==> src/rtl/cdk_pkg.sv <==
package cdk_pkg;
    localparam int unsigned TIMER_COUNT = 2;
    localparam int unsigned SEL_DELAY   = 0;
    localparam int unsigned SEL_SOUND   = 1;

    function automatic int unsigned tick_ratio(input int unsigned clk_hz, input int unsigned tick_hz);
        return clk_hz / tick_hz;
    endfunction
endpackage

==> src/rtl/cdk_tick_div.sv <==
module cdk_tick_div #(
    parameter int unsigned CLK_HZ  = 100_000_000,
    parameter int unsigned TICK_HZ = 60
) (
    input  logic clk,
    input  logic rst_n,
    output logic tick
);
    localparam int unsigned DIV = cdk_pkg::tick_ratio(CLK_HZ, TICK_HZ);
    localparam int unsigned CW  = (DIV > 2) ? $clog2(DIV) : 1;

    typedef struct packed {
        logic [CW-1:0] cnt;
        logic          tick;
    } div_st_t;

    div_st_t st_d, st_q;

    always_comb begin
        st_d = st_q;
        st_d.tick = 1'b0;
        if (st_q.cnt == CW'(DIV - 1)) begin
            st_d.cnt  = '0;
            st_d.tick = 1'b1;
        end else begin
            st_d.cnt = st_q.cnt + CW'(1);
        end
    end

    always_ff @(posedge clk or negedge rst_n) begin
        if (!rst_n) st_q <= '0;
        else        st_q <= st_d;
    end

    assign tick = st_q.tick;
endmodule

==> src/rtl/cdk_countdown.sv <==
module cdk_countdown #(
    parameter int unsigned W = 8
) (
    input  logic         clk,
    input  logic         rst_n,
    input  logic         tick,
    input  logic         wr,
    input  logic [W-1:0] wdata,
    output logic [W-1:0] value
);
    typedef struct packed {
        logic [W-1:0] val;
    } cd_st_t;

    cd_st_t st_d, st_q;

    always_comb begin
        st_d = st_q;
        if (wr) begin
            st_d.val = wdata;
        end else if (tick && (st_q.val != '0)) begin
            st_d.val = st_q.val - W'(1);
        end
    end

    always_ff @(posedge clk or negedge rst_n) begin
        if (!rst_n) st_q <= '0;
        else        st_q <= st_d;
    end

    assign value = st_q.val;
endmodule

==> src/rtl/cdk_key_wait.sv <==
module cdk_key_wait #(
    parameter int unsigned N  = 16,
    parameter int unsigned IW = 4
) (
    input  logic          clk,
    input  logic          rst_n,
    input  logic [N-1:0]  keys,
    input  logic          wait_req,
    output logic          stall,
    output logic          found,
    output logic [IW-1:0] idx
);
    typedef struct packed {
        logic [N-1:0] prev;
    } kw_st_t;

    kw_st_t       st_d, st_q;
    logic [N-1:0] fresh;
    logic         any_fresh;

    always_comb begin
        st_d      = st_q;
        st_d.prev = keys;
        fresh     = keys & ~st_q.prev;
        any_fresh = |fresh;
        idx       = '0;
        for (int i = N - 1; i >= 0; i--) begin
            if (fresh[i]) idx = IW'(i);
        end
        found = wait_req && any_fresh;
        stall = wait_req && !any_fresh;
    end

    always_ff @(posedge clk or negedge rst_n) begin
        if (!rst_n) st_q <= '1;
        else        st_q <= st_d;
    end
endmodule

==> src/rtl/countdown_keywait.sv <==
module countdown_keywait #(
    parameter int unsigned CLK_HZ  = 100_000_000,
    parameter int unsigned TICK_HZ = 60,
    parameter int unsigned TW      = 8,
    parameter int unsigned NKEYS   = 16
) (
    input  logic                     clk,
    input  logic                     rst_n,
    input  logic                     dly_wr,
    input  logic [TW-1:0]            dly_wdata,
    input  logic                     snd_wr,
    input  logic [TW-1:0]            snd_wdata,
    input  logic [NKEYS-1:0]         keys,
    input  logic                     wait_req,
    output logic [TW-1:0]            dly_value,
    output logic [TW-1:0]            snd_value,
    output logic                     sound_on,
    output logic                     tick,
    output logic                     stall,
    output logic                     key_found,
    output logic [$clog2(NKEYS)-1:0] key_idx
);
    import cdk_pkg::*;

    localparam int unsigned IW = $clog2(NKEYS);

    logic [TIMER_COUNT-1:0]         t_wr;
    logic [TIMER_COUNT-1:0][TW-1:0] t_wdata;
    logic [TIMER_COUNT-1:0][TW-1:0] t_val;

    cdk_tick_div #(.CLK_HZ(CLK_HZ), .TICK_HZ(TICK_HZ)) u_div (
        .clk  (clk),
        .rst_n(rst_n),
        .tick (tick)
    );

    always_comb begin
        t_wr               = '0;
        t_wdata            = '0;
        t_wr[SEL_DELAY]    = dly_wr;
        t_wdata[SEL_DELAY] = dly_wdata;
        t_wr[SEL_SOUND]    = snd_wr;
        t_wdata[SEL_SOUND] = snd_wdata;
    end

    for (genvar t = 0; t < TIMER_COUNT; t++) begin : g_timer
        cdk_countdown #(.W(TW)) u_cd (
            .clk  (clk),
            .rst_n(rst_n),
            .tick (tick),
            .wr   (t_wr[t]),
            .wdata(t_wdata[t]),
            .value(t_val[t])
        );
    end

    assign dly_value = t_val[SEL_DELAY];
    assign snd_value = t_val[SEL_SOUND];
    assign sound_on  = (t_val[SEL_SOUND] != '0);

    cdk_key_wait #(.N(NKEYS), .IW(IW)) u_kw (
        .clk     (clk),
        .rst_n   (rst_n),
        .keys    (keys),
        .wait_req(wait_req),
        .stall   (stall),
        .found   (key_found),
        .idx     (key_idx)
    );
endmodule

==> config.mk <==
export PLATFORM = sky130hd
export DESIGN_NAME = countdown_keywait
export DESIGN_NICKNAME = d
export VERILOG_FILES = /design/src/rtl/cdk_pkg.sv /design/src/rtl/cdk_tick_div.sv /design/src/rtl/cdk_countdown.sv /design/src/rtl/cdk_key_wait.sv /design/src/rtl/countdown_keywait.sv
export SDC_FILE = /design/constraint.sdc
export NUM_CORES = 1
export LEC_CHECK = 0
export BUFFER_PORTS_ARGS = -buffer_cell sky130_fd_sc_hd__buf_2
export CORE_MARGIN = 1
export CORE_UTILIZATION = 54
export CTS_CLUSTER_SIZE = 30
export DETAILED_ROUTE_END_ITERATION = 12
export GPL_TIMING_DRIVEN = 0
export PLACE_DENSITY = 0.79
export SYNTH_ARGS = -nofsm -noshare
export SYNTH_HDL_FRONTEND = slang
export SYNTH_SLANG_ARGS = --single-unit
==> constraint.sdc <==
create_clock -name clk -period 2 [get_ports clk]
set_input_delay 0.1 -clock clk [delete_from_list [all_inputs] [get_ports clk]]
set_output_delay 0.1 -clock clk [all_outputs]
set_load 0.005 [all_outputs]
After elaboration in Yosys (flattened, before gate mapping)
Index checks and enable logic that the tools add are counted. Widths: inputs -> output; s select.

Register bits after elaboration: 54. Output and inout bits: 24.

Mux-type cells: 22. Eq/ne operators: 1. Add/subtract/negate cells: 3. Reduce and logical (&&, ||, !) cells: 10. Bitwise operators: 2.

Operator list (count): $mux 4 (16); $mux 8 (4); $add 21x1->21 const B (1); $eq 21x21->1 const B (1); $mux 21 (1); $and 16x16->16 (1); $not 16->16 (1); $reduce_bool 8->1 (2); $reduce_or 16->1 (1); $sub 8x1->8 const B (2); $logic_and 1x1->1 (4); $reduce_bool 2->1 (2); $logic_not 1->1 (1); $mux 1 (1).

Depth between registers and ports, before layout
Depth after elaboration: 18. Depth in mapped cells: 7. Gate-level depth less buffers: 7.

By module
From an unflattened synthesis, not the netlist that was laid out.

Cell total of the unflattened synthesis: 293. Area, all modules: 2925.3 um2.

Modules (own cells, without submodules): cdk_tick_div (cells an instance 106, area an instance 1089.8 um2, seq. area each 550.5 um2, instances 1); cdk_countdown (cells an instance 60, area an instance 540.5 um2, seq. area each 200.2 um2, instances 2); cdk_key_wait (cells an instance 64, area an instance 738.2 um2, seq. area each 420.4 um2, instances 1); countdown_keywait (cells an instance 3, area an instance 16.3 um2, seq. area each 0.0 um2, instances 1).

Worst setup path before layout
OpenSTA, ideal clock, no wires.

Path type: reg2reg. Start point: reg g_timer[0].u_cd.st_q (netlist bit g_timer[0].u_cd.value[0]). End point: reg g_timer[0].u_cd.st_q (netlist bit g_timer[0].u_cd.value[1]). Period minus slack after synthesis: 1681 ps. Setup slack: 319 ps. Stages on the path, launching flop included: 8. Setup time: 83 ps. Data required time: 1917 ps. Arrival time: 1598 ps. Path through: dfrtp_1 inv_1 ha_1 nor3b_1 nand2_1 nand2_1 mux2_2 o21ai_0.

Cells in the longest elaborated chain, start to end: 3. Elaborated cells between the ends (all ways): 6. Those cells by class: add/sub (1); mux (2); reduce/logical (3).

RTL lines: start, declared (RTL line cdk_countdown.sv:15) `cd_st_t st_d, st_q;`; start signal, assigned (RTL line cdk_countdown.sv:28) `else st_q <= st_d;`; $sub 8x1->8 or $reduce_bool 8->1 (tied branches) (RTL line cdk_countdown.sv:22, cdk_countdown.sv:21); $mux 8 or $logic_and 1x1->1 (tied branches) (RTL line cdk_countdown.sv:21) `end else if (tick && (st_q.val != '0)) begin`; $mux 8 or $reduce_bool 2->1 (tied branches).

Parallel ways exist; a longest one is shown, timed or not. The select of a mux whose other input is x is not followed. A chain may end at the register's enable or synchronous reset.

Final worst setup path
Start point: in keys[8]. End point: out stall.

Cells in the longest elaborated chain, start to end: 4.

RTL lines: start, declared (RTL line countdown_keywait.sv:13) `input logic [NKEYS-1:0] keys,`; $and 16x16->16 (RTL line cdk_key_wait.sv:24) `fresh = keys & ~st_q.prev;`; $reduce_or 16->1 (RTL line cdk_key_wait.sv:25) `any_fresh = |fresh;`; $logic_not 1->1 (RTL line cdk_key_wait.sv:31) `stall = wait_req && !any_fresh;`; $logic_and 1x1->1 (RTL line cdk_key_wait.sv:31); end, declared (RTL line countdown_keywait.sv:19) `output logic stall,`.

Every way passes these cells.

==> summary.txt <==
Status
  – Status: finished clean

Synth
  – Average size of a mapped cell: 10.5 um2
  – Multiplexer area fraction after synthesis: 3.81%
  – Synth Area in Compound Gates: 7.30%
  – Post-synth top flop: dfrtp_1
  – Sequential fraction of the synthesis area: 49.7%
  – Synth async-reset ratio: 100%
  – Simple-gate share of the synthesized area: 26.7%
  – Mapped Cells: 264
  – Flops & latches, synth: 54
  – Adder-cell share of the synthesized area: 2.72%
  – Mapped cell area: 2760 um2
  – Main combinational cell family by area after synthesis: simple AND/OR/NAND/NOR gates
  – Mapped Nets: 307
  – Unique masters post-synth: 39
  – Count of flip-flops with a built-in enable after synthesis: 0
  – Synth Area in XOR/XNOR: 7.62%
  – Ys Warns: 0

Detailed routing
  – First-pass iteration count of the detailed router: 5
  – DR vias: 2,148
  – Antenna-violating nets left: 0
  – # DRC: 0
  – Drt wl/cell: 13.3 um
  – DR iter-0 viols: 93
  – Post-Route WL: 5570 um
  – Drt via density: 5.11

STA
  – Endpoints failing hold: 0
  – RSZ-0062 raised after global routing: false
  – Fmax: 539 MHz
  – Final period util: 92.8%
  – Minimum clock period: 1860 ps
  – TNS Setup: 0 ps
  – Worst Tran Pin Value: 1150 ps
  – Clock skew: 9.92 ps
  – Setup violators final: 0
  – Relative slew slack: 23.2%
  – Final Max Tran Viols: 0

Pwr
  – Worst vdd ir: 0.479 mV
  – Pwr/cell area: 628 nW/um2
  – Static leakage: 1.58 nW

Floorplanning
  – Initial Util: 57.3%
  – FP Rows: 25
  – DIE WIDTH: 73.5 um
  – Total I/O pin count: 61
  – DIE AREA: 5400 um2
  – Core area: 4820 um2
  – Die span in y: 73.5 um

Min path
  – Worst hold path class: in2async

Final layout
  – FILL cells: 361
  – Most frequent cells in the layout: buf_2 (60), dfrtp_1 (38), nand2_1 (28)
  – Nets@finish: 395
  – Syn-to-layout area delta: 25.7%
  – Layout cells sized above 1: 28.3%
  – Fin util: 72.1%
  – Final Instance Area: 3470 um2
  – Antenna diodes: 0
  – Most common cell after layout, fill and taps aside: buf_2

Setup path
  – R2r setup slk: 230 ps
  – Crit path launch type: input pin
  – Setup crit end kind: output port
  – CP Data Required Time: 1900 ps
  – R2R depth: 7
  – Worst reg2reg endpoint: g_timer[0].u_cd.value[1]$_DFFE_PN0P_
  – FF-to-FF Start: g_timer[0].u_cd.value[0]$_DFFE_PN0P_
  – Arr. time, crit path: 1760 ps
  – Crit-path max FO: 3
  – CP Class: in2out

Clock network
  – Clock sinks: 54
  – CTS root buf: clkbuf_8
  – Longest Clk Path Bufs: 2
  – Num CTS Buffers: 5
  – Htree depth: 2
  – Worst-path clk slew: 100 ps
  – CTS tree: built
  – Clk_lat worst skew: 310 ps
  – Post-CTS setup buffers: 0

GRT
  – Global Route Usage Sum: 22.6%
  – First-pass GRT wire length: 9290 um
  – GRT Residual Overflow: 0
  – Largest net degree at the start of global routing: 55
  – Initial antenna violation count: 0
  – Vias in the first global route: 2,220

Run
  – Max-cap violations: 0

Placed design
  – Placed cell area: 3140 um2
  – PortBufs: 60
  – Post-DP HPWL: 3840 um
  – GP Congestion: 0.791
[state kept, by name, summed over array words and instances (netlist names)]
signal / flops
u_div.st_q: 21
g_timer.u_cd.value: 16
u_kw.st_q: 16
u_div.tick: 1
[worst max-delay path, cell delays in order]
cell and delay, ps:
dlygate4sd3_1 530, buf_2 130, nor2b_1 150, nor4_1 320
nor2b_1 230, and3_1 170, buf_2 110
[what timing repair did]
action / in CTS / in global routing
endpoints found under the hold margin: 21 / 0
resized for setup: 0 / 1
setup endpoints to repair: 0 / 1
hold buffers: 21 / 0
[worst max-delay path by stage]
stage | from | endpoint | slack, ps | depth (start not counted)
6_report | keys[8] | stall | 140 | 7
2_1_floorplan | g_timer[0].u_cd.value[0]$_DFFE_PN0P_ | g_timer[0].u_cd.value[1]$_DFFE_PN0P_ | 320 | 7
3_3_place_gp | g_timer[0].u_cd.value[0]$_DFFE_PN0P_ | g_timer[0].u_cd.value[1]$_DFFE_PN0P_ | 190 | 7
3_5_place_dp | g_timer[0].u_cd.value[0]$_DFFE_PN0P_ | g_timer[0].u_cd.value[1]$_DFFE_PN0P_ | 180 | 7
4_1_cts | g_timer[0].u_cd.value[0]$_DFFE_PN0P_ | g_timer[0].u_cd.value[1]$_DFFE_PN0P_ | 140 | 7
5_1_grt | u_kw.st_q[12]$_DFF_PN1_ | key_idx[1] | 9 | 6
[synth_stat cells, types with 2 or more instances]
| cell | count | area (um2) |
|---|---|---|
| a211oi_1 | 2 | 15.0 |
| a21boi_0 | 2 | 15.0 |
| a21oi_1 | 8 | 40.0 |
| and3_1 | 4 | 25.0 |
| clkbuf_1 | 2 | 7.51 |
| dfrtp_1 | 38 | 951 |
| dfstp_2 | 16 | 420 |
| ha_1 | 6 | 75.1 |
| inv_1 | 11 | 41.3 |
| mux2_2 | 4 | 45.0 |
| mux2i_1 | 6 | 60.1 |
| nand2_1 | 28 | 105 |
| nand2b_1 | 9 | 56.3 |
| nand3_1 | 12 | 60.1 |
| nand3b_1 | 4 | 30.0 |
| nand4_1 | 5 | 31.3 |
| nor2_1 | 24 | 90.1 |
| nor2b_1 | 16 | 100 |
| nor3_1 | 4 | 20.0 |
| nor3b_1 | 2 | 15.0 |
| nor4_4 | 5 | 106 |
| o21ai_0 | 17 | 85.1 |
| xnor2_1 | 17 | 149 |
| xor2_1 | 7 | 61.3 |
[per-stage QoR]
stage          total power [mW]  hold slack (ps)  setup slack, ps  cells
2_1_floorplan              1.34             -196              319    264
3_3_place_gp               1.46              215              186    391
3_5_place_dp               1.47              217              181    391
4_1_cts                    2.20             1.73              144    420
5_1_grt                    2.28             5.53             9.43    420
6_report                   2.18             5.11              143    420
[cells by family after synthesis]
group,Yosys count
AOI/OAI and AO/OA,35
xor gates and xnor gates,24
adders and majority gates,6
buffers and inverters,14
DFF,54
muxes,10
and+or+nand+nor,121
[where the power goes]
part,switching [mW],internal (mW),total [mW]
Combinational,0.141,0.148,0.289
Sequential,0.0454,1.15,1.20
Clock,0.338,0.358,0.696
Total,0.524,1.66,2.18
[metal layers]
layer,global-route usage (%),routed length (um)
met3,5.35,321
met2,41.4,2830
met5,0,0
met4,7.48,72
met1,25.6,2350
[area by class of cell]
type	count	area, um2	share of cell area (%)
clock buffer	8	111	3.21
inverter	11	41.3	1.19
timing repair buffer	81	510	14.7
buffer	3	18.8	0.541
multi-input combinational	196	1330	38.4
tap	67	83.8	2.42
sequential	54	1370	39.5
(Power assumes the default switching activity.)
